[config.mk]
export PLATFORM = sky130hd
export DESIGN_NAME = seq_ctrl
export DESIGN_NICKNAME = d
export VERILOG_FILES = /design/src/rtl/seq_pkg.sv /design/src/rtl/seq_grp_flag.sv /design/src/rtl/seq_out_map.sv /design/src/rtl/seq_ctrl.sv
export SDC_FILE = /design/constraint.sdc
export NUM_CORES = 1
export LEC_CHECK = 0
export CORE_AREA = 2 2 39 41
export CTS_CLUSTER_DIAMETER = 80
export DETAILED_ROUTE_END_ITERATION = 16
export DIE_AREA = 0 0 41 43
export GPL_ROUTABILITY_DRIVEN = 0
export PLACE_DENSITY_LB_ADDON = 0.12
export SYNTH_ARGS = -nofsm -noshare
export SYNTH_HDL_FRONTEND = slang
export SYNTH_SLANG_ARGS = --single-unit
[constraint.sdc]
create_clock -name clk_i -period 2.55 [get_ports clk_i]
set_input_delay 0.3825 -clock clk_i [delete_from_list [all_inputs] [get_ports clk_i]]
set_output_delay 0.3825 -clock clk_i [all_outputs]
set_load 0.1 [all_outputs]
[src/rtl/seq_pkg.sv]
package seq_pkg;
  // bit index of output o / group g inside the mapping vectors
  function automatic int map_idx(input int o, input int g, input int n_grp);
    return o * n_grp + g;
  endfunction
endpackage

[src/rtl/seq_grp_flag.sv]
module seq_grp_flag (
  input  logic clk_i,
  input  logic rst_ni,
  input  logic sclr_i,
  input  logic set_i,
  input  logic clr_i,
  output logic q_o
);
  logic q_q;

  always_ff @(posedge clk_i or negedge rst_ni) begin
    if (!rst_ni)      q_q <= 1'b0;
    else if (sclr_i)  q_q <= 1'b0;
    else if (clr_i)   q_q <= 1'b0;
    else if (set_i)   q_q <= 1'b1;
  end

  assign q_o = q_q;

  p_set_r3: assert property (@(posedge clk_i) disable iff (!rst_ni)
    (set_i && !clr_i && !sclr_i) |=> q_o);
  p_clr_prio_r10: assert property (@(posedge clk_i) disable iff (!rst_ni)
    (sclr_i || clr_i) |=> !q_o);
  p_hold_r9: assert property (@(posedge clk_i) disable iff (!rst_ni)
    (!set_i && !clr_i && !sclr_i) |=> q_o == $past(q_o));
endmodule

[src/rtl/seq_out_map.sv]
module seq_out_map #(
  parameter int N_GRP = 4,
  parameter int N_OUT = 4,
  parameter logic [N_OUT*N_GRP-1:0] ON_MAP   = '0,
  parameter logic [N_OUT*N_GRP-1:0] GATE_MAP = '0
) (
  input  logic             clk_i,
  input  logic             rst_ni,
  input  logic [N_GRP-1:0] grp_i,
  input  logic [N_OUT-1:0] en_i,
  input  logic             kill_i,
  output logic [N_OUT-1:0] act_o
);
  import seq_pkg::*;

  for (genvar o = 0; o < N_OUT; o++) begin : g_out
    logic [N_GRP-1:0] term;
    for (genvar g = 0; g < N_GRP; g++) begin : g_term
      localparam int IDX = map_idx(o, g, N_GRP);
      if (!ON_MAP[IDX]) begin : g_none
        assign term[g] = 1'b0;
      end else if (GATE_MAP[IDX]) begin : g_gated
        assign term[g] = grp_i[g] & en_i[o];
      end else begin : g_full
        assign term[g] = grp_i[g];
        p_full_term_r5: assert property (@(posedge clk_i) disable iff (!rst_ni)
          (grp_i[g] && !kill_i) |-> act_o[o]);
      end
    end
    assign act_o[o] = (|term) & ~kill_i;
  end

  p_idle_off_r7: assert property (@(posedge clk_i) disable iff (!rst_ni)
    (grp_i == '0) |-> (act_o == '0));
  p_kill_off_r10: assert property (@(posedge clk_i) disable iff (!rst_ni)
    kill_i |-> (act_o == '0));
endmodule

[src/rtl/seq_ctrl.sv]
module seq_ctrl #(
  parameter int N_GRP = 4,
  parameter int N_OUT = 4,
  parameter logic [N_OUT*N_GRP-1:0] ON_MAP   = 16'h5A25,
  parameter logic [N_OUT*N_GRP-1:0] GATE_MAP = 16'h5200
) (
  input  logic             clk_i,
  input  logic             rst_ni,
  input  logic             clr_i,
  input  logic             start_i,
  input  logic [N_GRP-1:0] done_i,
  input  logic [N_OUT-1:0] en_i,
  output logic [N_GRP-1:0] grp_o,
  output logic [N_OUT-1:0] act_o
);
  localparam int LAST = N_GRP - 1;

  logic [N_GRP-1:0] grp_q;
  logic [N_GRP-1:0] set_w;
  logic [N_GRP-1:0] clr_w;
  logic             busy;

  assign busy = |grp_q;

  for (genvar g = 0; g < N_GRP; g++) begin : g_grp
    if (g == 0) begin : g_first
      assign set_w[g] = start_i & ~busy;
    end else begin : g_next
      assign set_w[g] = grp_q[g-1] & done_i[g-1];
    end
    // handover: cleared by successor's set, last group by its own done
    if (g == LAST) begin : g_last
      assign clr_w[g] = grp_q[g] & done_i[g];
    end else begin : g_mid
      assign clr_w[g] = set_w[g+1];
    end

    seq_grp_flag u_flag (
      .clk_i  (clk_i),
      .rst_ni (rst_ni),
      .sclr_i (clr_i),
      .set_i  (set_w[g]),
      .clr_i  (clr_w[g]),
      .q_o    (grp_q[g])
    );
  end

  seq_out_map #(
    .N_GRP    (N_GRP),
    .N_OUT    (N_OUT),
    .ON_MAP   (ON_MAP),
    .GATE_MAP (GATE_MAP)
  ) u_map (
    .clk_i  (clk_i),
    .rst_ni (rst_ni),
    .grp_i  (grp_q),
    .en_i   (en_i),
    .kill_i (clr_i),
    .act_o  (act_o)
  );

  assign grp_o = grp_q;

  p_onehot_r1: assert property (@(posedge clk_i) disable iff (!rst_ni)
    $onehot0(grp_o));
  p_start_r2: assert property (@(posedge clk_i) disable iff (!rst_ni)
    (!busy && start_i && !clr_i) |=> (grp_o == N_GRP'(1)));
  p_final_r4: assert property (@(posedge clk_i) disable iff (!rst_ni)
    (grp_o[LAST] && done_i[LAST] && !clr_i) |=> (grp_o == '0));
  p_clear_r10: assert property (@(posedge clk_i) disable iff (!rst_ni)
    clr_i |=> (grp_o == '0));

  if (N_GRP > 1) begin : g_chk_multi
    p_start_busy_r8: assert property (@(posedge clk_i) disable iff (!rst_ni)
      (busy && !grp_o[0]) |=> !grp_o[0]);
    p_handover_r3: assert property (@(posedge clk_i) disable iff (!rst_ni)
      (grp_o[0] && done_i[0] && !clr_i) |=> (grp_o == N_GRP'(2)));
  end
endmodule

After elaboration in Yosys (flattened, before gate mapping)
Index checks and enable logic that the tools add are counted.
{"block": "totals", "inputBits": 12, "register_bits": 4, "out_inout_bits": 8}
{"block": "op_classes", "reduce_logical": 8, "muxes": 12, "n_bitwise": 14}
{"op": "bitwise AND 1 bit", "count": 12}
{"op": "two-way mux 1 bit", "count": 12}
{"op": "nonzero test 3 bit", "count": 4}
{"op": "OR reduction 2 bit", "count": 3}
{"op": "OR reduction 4 bit", "count": 1}
{"op": "NOT 1 bit", "count": 2}

Depth between registers and ports, before layout
Gate-level depths: netlist of the first run.
{"block": "depth", "word_depth": 6, "depth_mapped": 3, "depth_no_buf": 2}

Modules after synthesis
A second synthesis of the first run with hierarchy kept.
{"block": "unflattened", "hier_cells": 24, "hier_area_um2": 236.5}
{"module": "seq_grp_flag", "area_per_inst_um2": 38.8, "cells_per_inst": 3, "n_inst": 4, "seq_area_each_um2": 25.0}
{"module": "seq_ctrl", "area_per_inst_um2": 46.3, "cells_per_inst": 6, "n_inst": 1, "seq_area_each_um2": 0.0}
{"module": "seq_out_map", "area_per_inst_um2": 35.0, "cells_per_inst": 6, "n_inst": 1, "seq_area_each_um2": 0.0}

Worst setup path before layout of the first run
OpenSTA, ideal clock, no wires.
{"block": "synth_path", "kind": "input to output", "start": "in clr_i", "end": "out act_o[3]", "required_ns": 2.168, "path_slack_ns": -0.636, "arrival_ns": 2.804, "path_stages": 2, "cell_sequence": "clkbuf_1 > nor3b_1"}
{"block": "synth_via", "elab_chain_cells": 2}
{"element": "start: declaration", "line_no": "seq_ctrl.sv:9", "source": "input logic clr_i,"}
{"element": "NOT 1 bit", "line_no": "seq_out_map.sv:30", "source": "assign act_o[o] = (|term) & ~kill_i;"}
{"element": "bitwise AND 1 bit", "line_no": "seq_out_map.sv:30"}
{"element": "end: declaration", "line_no": "seq_ctrl.sv:14", "source": "output logic [N_OUT-1:0] act_o"}
Every way passes these cells.

Worst setup path after layout of the first run
Ends and elaborated chain as after synthesis.

==> report_table.html, run 1 <==
<table>
<tr><th>Metric</th><th>Value</th></tr>
<tr><th colspan="2">Status</th></tr>
<tr><td>Result of the run</td><td>finished, final reports clean</td></tr>
<tr><th colspan="2">Setup path</th></tr>
<tr><td>Endpoint type of the worst setup path</td><td>output pin</td></tr>
<tr><td>Crit Path Category</td><td>input port to output pin</td></tr>
<tr><td>Worst-path maximum fanout</td><td>9</td></tr>
<tr><td>Max stage delay cell, worst path</td><td>sky130_fd_sc_hd__clkdlybuf4s50_1</td></tr>
<tr><td>Ordered cell list for the critical path</td><td>clkdlybuf4s50_1 &gt; nor3b_2 &gt; buf_12</td></tr>
<tr><td>Data arrival at the endpoint of the critical path</td><td>1.49 ns</td></tr>
<tr><td>Critical path buffer and inverter count</td><td>2</td></tr>
<tr><td>Largest delay share family, worst path</td><td>buffers and inverters</td></tr>
<tr><td>Worst Path Required</td><td>2.17 ns</td></tr>
<tr><td>Peak per-stage delay on the critical path</td><td>0.57 ns</td></tr>
<tr><td>Element type at the critical path start</td><td>input port</td></tr>
<tr><th colspan="2">Timing</th></tr>
<tr><td>Highest attainable clock frequency</td><td>0.534 GHz</td></tr>
<tr><td>Worst-case clock skew</td><td>0.00217 ns</td></tr>
<tr><td>Hold Violations, Final</td><td>0</td></tr>
<tr><td>Final worst-path cycle share</td><td>73.5%</td></tr>
<tr><td>Number of slew-limit violations in the final report</td><td>0</td></tr>
<tr><td>Slew headroom</td><td>77.7%</td></tr>
<tr><td>Final number of setup-violating endpoints</td><td>0</td></tr>
<tr><td>Setup repair after global routing missed its margin</td><td>false</td></tr>
<tr><td>Transition time of the tightest slew-check pin</td><td>0.333 ns</td></tr>
<tr><td>Sum of negative setup slack</td><td>0 ns</td></tr>
<tr><td>Post-route minimum period</td><td>1.87 ns</td></tr>
<tr><th colspan="2">Yosys</th></tr>
<tr><td>Post-synthesis share of cell area spent on full adders, half adders and majority gates</td><td>0%</td></tr>
<tr><td>Mux cell area share after synthesis</td><td>0%</td></tr>
<tr><td>Netlist cell types</td><td>13</td></tr>
<tr><td>Simple logic cell fraction of the synthesized area</td><td>34.2%</td></tr>
<tr><td>Number of synthesis warnings</td><td>0</td></tr>
<tr><td>Instance count of the mapped netlist</td><td>27</td></tr>
<tr><td>Mean post-synth cell area</td><td>9.36 um2</td></tr>
<tr><td>Dominant cells by area after synthesis</td><td>sky130_fd_sc_hd__dfrtp_1 (40%), sky130_fd_sc_hd__buf_4 (12%), sky130_fd_sc_hd__nand3b_1 (8.9%)</td></tr>
<tr><td>Number of enable-type register cells in the synthesized netlist</td><td>0</td></tr>
<tr><td>Synth async-reset ratio</td><td>100%</td></tr>
<tr><td>Commonest cells in the netlist</td><td>sky130_fd_sc_hd__a21oi_1 (4), sky130_fd_sc_hd__buf_4 (4), sky130_fd_sc_hd__dfrtp_1 (4)</td></tr>
<tr><td>Post-synthesis compound-gate area fraction</td><td>12.9%</td></tr>
<tr><td>Area share of the largest cell type after synthesis</td><td>39.6%</td></tr>
<tr><td>Combinational family with the most area after synthesis</td><td>simple AND/OR/NAND/NOR gates</td></tr>
<tr><td>Post-synthesis register bit count</td><td>4</td></tr>
<tr><td>Top flip-flop cell by instance count after synthesis</td><td>sky130_fd_sc_hd__dfrtp_1</td></tr>
<tr><td>Sequential area share after synthesis</td><td>39.6%</td></tr>
<tr><td>Post-synthesis cell type with the largest combined area</td><td>sky130_fd_sc_hd__dfrtp_1</td></tr>
<tr><td>Number of nets produced by synthesis</td><td>39</td></tr>
<tr><td>Share of the synthesized netlist area taken by xor and xnor gates</td><td>0%</td></tr>
<tr><td>Netlist area before placement</td><td>253 um2</td></tr>
<tr><th colspan="2">Routing</th></tr>
<tr><td>Routed length per placed instance</td><td>11.3 um</td></tr>
<tr><td>Post-Route WL</td><td>656 um</td></tr>
<tr><td>Number of vias per cell</td><td>4.28</td></tr>
<tr><td>Antenna viol nets, final</td><td>0</td></tr>
<tr><td>Via count</td><td>248</td></tr>
<tr><td>Number of design-rule violations left by the first detailed-router iteration</td><td>3</td></tr>
<tr><td>DRC Markers</td><td>0</td></tr>
<tr><td>Total iterations of the first detailed-routing run</td><td>2</td></tr>
<tr><th colspan="2">Die</th></tr>
<tr><td>Die X</td><td>41 um</td></tr>
<tr><td>Std-Cell Rows</td><td>14</td></tr>
<tr><td>Area inside the core boundary</td><td>1380 um2</td></tr>
<tr><td>IO Pins</td><td>20</td></tr>
<tr><td>Effective utilization at floorplan</td><td>18.3%</td></tr>
<tr><td>Die H</td><td>43 um</td></tr>
<tr><td>Area enclosed by the die boundary</td><td>1760 um2</td></tr>
<tr><th colspan="2">Power and ir drop</th></tr>
<tr><td>Leakage power</td><td>0.000191 uW</td></tr>
<tr><td>Portion of total power attributed to the clock network</td><td>33.4%</td></tr>
<tr><td>Proportion of power drawn by combinational gates</td><td>36.0%</td></tr>
<tr><td>Peak VDD IR</td><td>0.197 mV</td></tr>
<tr><td>Sequential fraction of design power</td><td>30.5%</td></tr>
<tr><td>Power density of the placed cells</td><td>496 nW/um2</td></tr>
<tr><td>Total power of the final layout</td><td>232 uW</td></tr>
<tr><td>Fraction of power spent switching nets</td><td>35.1%</td></tr>
<tr><td>Net switching power of the design</td><td>81.3 uW</td></tr>
<tr><td>Internal power</td><td>150 uW</td></tr>
<tr><th colspan="2">Finish</th></tr>
<tr><td>Reg area</td><td>100 um2</td></tr>
<tr><td>Count of filler cells inserted in the layout</td><td>142</td></tr>
<tr><td>Number of nets at the end of the flow</td><td>56</td></tr>
<tr><td>Footprint of the multi-input gates</td><td>124 um2</td></tr>
<tr><td>Flip-flop count of the largest register after layout</td><td>4</td></tr>
<tr><td>Area overhead of the layout relative to synthesis</td><td>84.7%</td></tr>
<tr><td>Share of layout cells above drive strength 1</td><td>33.3%</td></tr>
<tr><td>Inserted Diodes</td><td>0</td></tr>
<tr><th colspan="2">Clock tree</th></tr>
<tr><td>Clock tree from TritonCTS</td><td>yes</td></tr>
<tr><td>Hold_buf cts</td><td>0</td></tr>
<tr><td>Clock latency reported for the late side of the worst-skew pair</td><td>0.23 ns</td></tr>
<tr><td>Buffer depth of the longest clock path</td><td>2</td></tr>
<tr><td>CTS-repair resized insts</td><td>0</td></tr>
<tr><td>Inserted Clock Buffers</td><td>3</td></tr>
<tr><td>Post-CTS Setup Bufs</td><td>0</td></tr>
<tr><td>Clock slew at reported path FFs</td><td>0.04 ns</td></tr>
<tr><td>Depth of the CTS H-tree</td><td>1</td></tr>
<tr><td>Number of sinks on the clock net</td><td>4</td></tr>
<tr><td>CTS Root Buffer Type</td><td>sky130_fd_sc_hd__clkbuf_4</td></tr>
<tr><th colspan="2">Place</th></tr>
<tr><td>Dpl hpwl</td><td>528 um</td></tr>
<tr><td>Port Buffer Count</td><td>17</td></tr>
<tr><th colspan="2">Global routing</th></tr>
<tr><td>Antenna violations before repair</td><td>0</td></tr>
<tr><td>Grt ovf</td><td>0</td></tr>
<tr><td>Pin count of the biggest net entering global routing</td><td>10</td></tr>
<tr><td>Number of global-route vias before repair</td><td>251</td></tr>
<tr><td>First-pass GRT wire length</td><td>1.09 mm</td></tr>
<tr><td>All-layer global routing usage</td><td>9.86%</td></tr>
<tr><th colspan="2">Run</th></tr>
<tr><td>Number of maximum-capacitance violations</td><td>0</td></tr>
<tr><th colspan="2">Min path</th></tr>
<tr><td>Path class of the lowest-slack min-delay path</td><td>input port to asynchronous set/reset pin</td></tr>
</table>
per-layer routing:
metal	up-vias	routed length, um	global-route usage, %
met5	-	0	0
met3	0	62	7.85
met1	118	246	10.0
met4	0	0	4.00
li1	121	-	-
met2	9	347	14.4
cells by family after synthesis:
| family | count (synthesis) |
|---|---|
| buffers and inverters | 5 |
| flip-flops | 4 |
| AND/OR/NAND/NOR | 13 |
| AO/OA/AOI/OAI | 5 |
per-stage QoR:
step	hold slack (ns)	cells	setup WS, ns	utilization, %	area [um2]
6_report	0.360	58	0.676	33.7	467
5_1_grt	0.374	58	0.628	33.7	467
4_1_cts	0.364	58	0.650	33.7	467
3_5_place_dp	0.531	55	0.650	32.1	444
3_3_place_gp	0.525	55	0.667	32.1	444
2_1_floorplan	0.0869	27	0.249	-	258
cell usage in the layout (no fill, tap or decap):
cell type                         netlist  routed
sky130_fd_sc_hd__dfrtp_1                4       4
sky130_fd_sc_hd__nor3b_2                0       1
sky130_fd_sc_hd__nand3b_1               3       3
sky130_fd_sc_hd__or4b_1                 1       1
sky130_fd_sc_hd__or2b_1                 1       1
sky130_fd_sc_hd__clkbuf_4               0       3
sky130_fd_sc_hd__clkdlybuf4s50_1        0       9
sky130_fd_sc_hd__nor2_1                 3       3
sky130_fd_sc_hd__buf_12                 0       4
sky130_fd_sc_hd__a21oi_1                4       4
sky130_fd_sc_hd__nand2b_1               2       2
sky130_fd_sc_hd__or3b_2                 1       1
sky130_fd_sc_hd__buf_4                  4       4
sky130_fd_sc_hd__o31ai_2                1       1
sky130_fd_sc_hd__nor2b_1                1       1
final timing paths:
| path | startpoint | endpoint | slack, ns | cells after the start |
|---|---|---|---|---|
| max | clr_i | act_o[3] | 0.68 | 3 |
| min | rst_ni | g_grp[0].u_flag.q_o$_DFFE_PN0P_ | 0.36 | 1 |
| max reg2reg | g_grp[1].u_flag.q_o$_DFFE_PN0P_ | g_grp[0].u_flag.q_o$_DFFE_PN0P_ | 1.28 | 2 |
| min reg2reg | g_grp[0].u_flag.q_o$_DFFE_PN0P_ | g_grp[0].u_flag.q_o$_DFFE_PN0P_ | 0.53 | 1 |
| max in group asynchronous | rst_ni | g_grp[3].u_flag.q_o$_DFFE_PN0P_ | 2.01 | 1 |
| min in group clk_i | g_grp[0].u_flag.q_o$_DFFE_PN0P_ | g_grp[0].u_flag.q_o$_DFFE_PN0P_ | 0.53 | 1 |
layout make-up:
type / instances / area share, %
timing repair buffer: 17 / 42.9
sequential: 4 / 21.4
clock buffer: 3 / 4.83
multi-input combinational: 18 / 26.5
tap: 16 / 4.29
power by group through the flow:
| stage | Sequential [uW] | Combinational [uW] | Clock [uW] |
|---|---|---|---|
| floorplan | 70.4 | 55.7 | 0 |
| global placement | 71.8 | 83.7 | 0 |
| detailed placement | 71.9 | 84.3 | 0 |
| CTS | 71.1 | 84.4 | 81.3 |
| global route | 71.5 | 86.9 | 89.6 |
| finish | 70.7 | 83.5 | 77.4 |
(Power assumes the default switching activity.)
==> run 2, diff against run 1 <==
==> constraint.sdc (replaced) <==
create_clock -name clk_i -period 1.85 [get_ports clk_i]
set_input_delay 0.2775 -clock clk_i [delete_from_list [all_inputs] [get_ports clk_i]]
set_output_delay 0.2775 -clock clk_i [all_outputs]
set_load 0.1 [all_outputs]
==> run 2 against run 1 <==
  * Cell count stayed put
  * Via count is 2.0% lower
  * First-iteration DRC count stayed put
  * Register-to-register slack worse by 0.73 ns
  * Wire length is 4.1% higher
  * Worst hold slack worse by 0.10 ns
  * Clock skew is 0.0016 ns lower
  * Design area is 11% higher
  * Sequential cell count stayed put
  * Core utilization is 3.8 points higher
  * Critical path type unchanged
==> report_table.html, run 2 (synthesized netlist as in run 1, its figures left out) <==
<table>
<tr><th>Metric</th><th>Value</th></tr>
<tr><th colspan="2">Status</th></tr>
<tr><td>Result of the run</td><td>finished, final reports clean</td></tr>
<tr><th colspan="2">Setup path</th></tr>
<tr><td>Worst-path maximum fanout</td><td>9 (unchanged)</td></tr>
<tr><td>Element type at the critical path start</td><td>input port</td></tr>
<tr><td>Data arrival at the endpoint of the critical path</td><td>1.42 ns (-0.07 ns)</td></tr>
<tr><td>Worst Path Required</td><td>1.57 ns (-0.60 ns)</td></tr>
<tr><td>Crit Path Category</td><td>input port to output pin</td></tr>
<tr><td>Endpoint type of the worst setup path</td><td>output pin</td></tr>
<tr><td>Crit path from</td><td>clr_i</td></tr>
<tr><td>Startpoint of the most critical register-to-register path</td><td>g_grp[1].u_flag.q_o$_DFFE_PN0P_</td></tr>
<tr><th colspan="2">Clock tree</th></tr>
<tr><td>Hold_buf cts</td><td>0 (unchanged)</td></tr>
<tr><td>Number of sinks on the clock net</td><td>4 (unchanged)</td></tr>
<tr><td>Depth of the CTS H-tree</td><td>1 (unchanged)</td></tr>
<tr><td>CTS Root Buffer Type</td><td>sky130_fd_sc_hd__clkbuf_4</td></tr>
<tr><td>Post-CTS Setup Bufs</td><td>0 (unchanged)</td></tr>
<tr><td>Buffer depth of the longest clock path</td><td>2 (unchanged)</td></tr>
<tr><td>Clock tree from TritonCTS</td><td>yes</td></tr>
<tr><td>CTS-repair resized insts</td><td>0 (unchanged)</td></tr>
<tr><td>Clock latency reported for the late side of the worst-skew pair</td><td>0.23 ns (about the same)</td></tr>
<tr><td>Clock slew at reported path FFs</td><td>0.04 ns (about the same)</td></tr>
<tr><td>Inserted Clock Buffers</td><td>3 (unchanged)</td></tr>
<tr><th colspan="2">Routing</th></tr>
<tr><td>Total iterations of the first detailed-routing run</td><td>4 (+2)</td></tr>
<tr><td>Number of design-rule violations left by the first detailed-router iteration</td><td>3 (unchanged)</td></tr>
<tr><td>Antenna viol nets, final</td><td>0 (unchanged)</td></tr>
<tr><td>Via count</td><td>243 (-2.0%)</td></tr>
<tr><td>DRC Markers</td><td>0 (unchanged)</td></tr>
<tr><td>Routed length per placed instance</td><td>11.8 um (+4.1%)</td></tr>
<tr><td>Number of vias per cell</td><td>4.19 (-2.0%)</td></tr>
<tr><td>Post-Route WL</td><td>683 um (+4.1%)</td></tr>
<tr><th colspan="2">Timing</th></tr>
<tr><td>Final worst-path cycle share</td><td>91.8%</td></tr>
<tr><td>Transition time of the tightest slew-check pin</td><td>0.365 ns (+0.0318 ns)</td></tr>
<tr><td>Worst-case clock skew</td><td>0.000531 ns (-0.00164 ns)</td></tr>
<tr><td>Hold Worst Slack</td><td>0.259 ns (-0.100 ns)</td></tr>
<tr><td>Setup repair after global routing missed its margin</td><td>false</td></tr>
<tr><td>Post-route minimum period</td><td>1.70 ns</td></tr>
<tr><td>Number of slew-limit violations in the final report</td><td>0 (unchanged)</td></tr>
<tr><td>Hold Violations, Final</td><td>0 (unchanged)</td></tr>
<tr><td>Highest attainable clock frequency</td><td>0.589 GHz</td></tr>
<tr><td>Final number of setup-violating endpoints</td><td>0 (unchanged)</td></tr>
<tr><td>Slew headroom</td><td>75.6% (-2.1 points)</td></tr>
<tr><th colspan="2">Global routing</th></tr>
<tr><td>Grt ovf</td><td>0 (unchanged)</td></tr>
<tr><td>Number of global-route vias before repair</td><td>240 (-4.4%)</td></tr>
<tr><td>All-layer global routing usage</td><td>9.68% (-0.18 points)</td></tr>
<tr><td>Antenna violations before repair</td><td>0 (unchanged)</td></tr>
<tr><td>First-pass GRT wire length</td><td>1.09 mm (unchanged)</td></tr>
<tr><td>Pin count of the biggest net entering global routing</td><td>10 (unchanged)</td></tr>
<tr><th colspan="2">Die</th></tr>
<tr><td>IO Pins</td><td>20 (unchanged)</td></tr>
<tr><td>Die X</td><td>41 um (unchanged)</td></tr>
<tr><td>Effective utilization at floorplan</td><td>18.3% (unchanged)</td></tr>
<tr><td>Area enclosed by the die boundary</td><td>1760 um2 (unchanged)</td></tr>
<tr><td>Die H</td><td>43 um (unchanged)</td></tr>
<tr><td>Area inside the core boundary</td><td>1380 um2 (unchanged)</td></tr>
<tr><td>Std-Cell Rows</td><td>14 (unchanged)</td></tr>
<tr><th colspan="2">Place</th></tr>
<tr><td>Port Buffer Count</td><td>17 (unchanged)</td></tr>
<tr><td>Instance count after placement with tap cells included</td><td>55 (unchanged)</td></tr>
<tr><th colspan="2">Finish</th></tr>
<tr><td>Flip-flop count of the largest register after layout</td><td>4 (unchanged)</td></tr>
<tr><td>Area overhead of the layout relative to synthesis</td><td>105%</td></tr>
<tr><td>Non-filler instance count after layout</td><td>58 (unchanged)</td></tr>
<tr><td>Most frequent standard cell in the layout excluding fill and tap cells</td><td>sky130_fd_sc_hd__clkdlybuf4s50_1</td></tr>
<tr><td>Most frequent cells in the layout</td><td>sky130_fd_sc_hd__clkdlybuf4s50_1 (9), sky130_fd_sc_hd__buf_12 (8), sky130_fd_sc_hd__a21oi_1 (4), sky130_fd_sc_hd__dfrtp_1 (4)</td></tr>
<tr><td>Number of nets at the end of the flow</td><td>56 (unchanged)</td></tr>
<tr><td>Inserted Diodes</td><td>0 (unchanged)</td></tr>
<tr><td>Share of layout cells above drive strength 1</td><td>35.7% (+2.4 points)</td></tr>
<tr><th colspan="2">Power and ir drop</th></tr>
<tr><td>Power density of the placed cells</td><td>635 nW/um2 (+28%)</td></tr>
<tr><td>Peak VDD IR</td><td>0.268 mV (+36%)</td></tr>
<tr><td>Leakage power</td><td>0.000203 uW (+6.3%)</td></tr>
<tr><th colspan="2">Run</th></tr>
<tr><td>Number of maximum-capacitance violations</td><td>0 (unchanged)</td></tr>
<tr><th colspan="2">Min path</th></tr>
<tr><td>Path class of the lowest-slack min-delay path</td><td>input port to asynchronous set/reset pin</td></tr>
</table>
[run 2: cell count changes in the layout (fill, tap and decap cells not counted)]
cell                      previous run  this run
sky130_fd_sc_hd__nor2b_1             1         0
sky130_fd_sc_hd__buf_12              4         8
sky130_fd_sc_hd__nor2b_2             0         1
sky130_fd_sc_hd__buf_4               4         0
[run 2: per-layer routing]
metal / part of all wire, % / global-route usage [%]
met5: 0 / 0
met4: 0 / 0
met3: 8.5 / 7.85
met2: 57 / 15.9
met1: 35 / 9.77
[run 2: metrics by stage]
step | util, % | setup slack, ns | TNS [ns] | total power (uW) | area, um2
floorplan | - | -0.185 | -0.517 | 174 | 260
global placement | 35.9 | 0.173 | 0 | 226 | 497
detailed placement | 35.9 | 0.132 | 0 | 227 | 497
CTS | 37.5 | 0.132 | 0 | 337 | 519
global route | 37.5 | 0.0766 | 0 | 351 | 519
finish | 37.5 | 0.152 | 0 | 330 | 519
[run 2: area by class of cell]
| class | instances | area [um2] |
|---|---|---|
| multi-input cells | 18 | 126 |
| fillers | 145 | 865 |
| repair buffers | 17 | 250 |
| clock buffers | 3 | 22.5 |
| well taps | 16 | 20.0 |
| flip-flops and latches | 4 | 100 |
[run 2: where the power goes]
group	internal (uW)	total, uW	switching (uW)
clock	72.4	105	32.7
combinational	52.8	125	72.2
sequential	91.8	99.8	7.92
total	217	330	113
[run 2: critical path, stage by stage]
cell	delay, ns
sky130_fd_sc_hd__clkdlybuf4s50_1	0.59
sky130_fd_sc_hd__nor3b_2	0.34
sky130_fd_sc_hd__buf_12	0.21
[run 2: final timing paths]
| check | end | slack, ns | depth (start not counted) |
|---|---|---|---|
| max | act_o[3] | 0.15 | 3 |
| min | g_grp[0].u_flag.q_o$_DFFE_PN0P_ | 0.26 | 1 |
| max reg2reg | g_grp[0].u_flag.q_o$_DFFE_PN0P_ | 0.55 | 2 |
| min reg2reg | g_grp[0].u_flag.q_o$_DFFE_PN0P_ | 0.58 | 1 |
| max in group asynchronous | g_grp[3].u_flag.q_o$_DFFE_PN0P_ | 1.41 | 1 |
| min in group clk_i | g_grp[0].u_flag.q_o$_DFFE_PN0P_ | 0.58 | 1 |
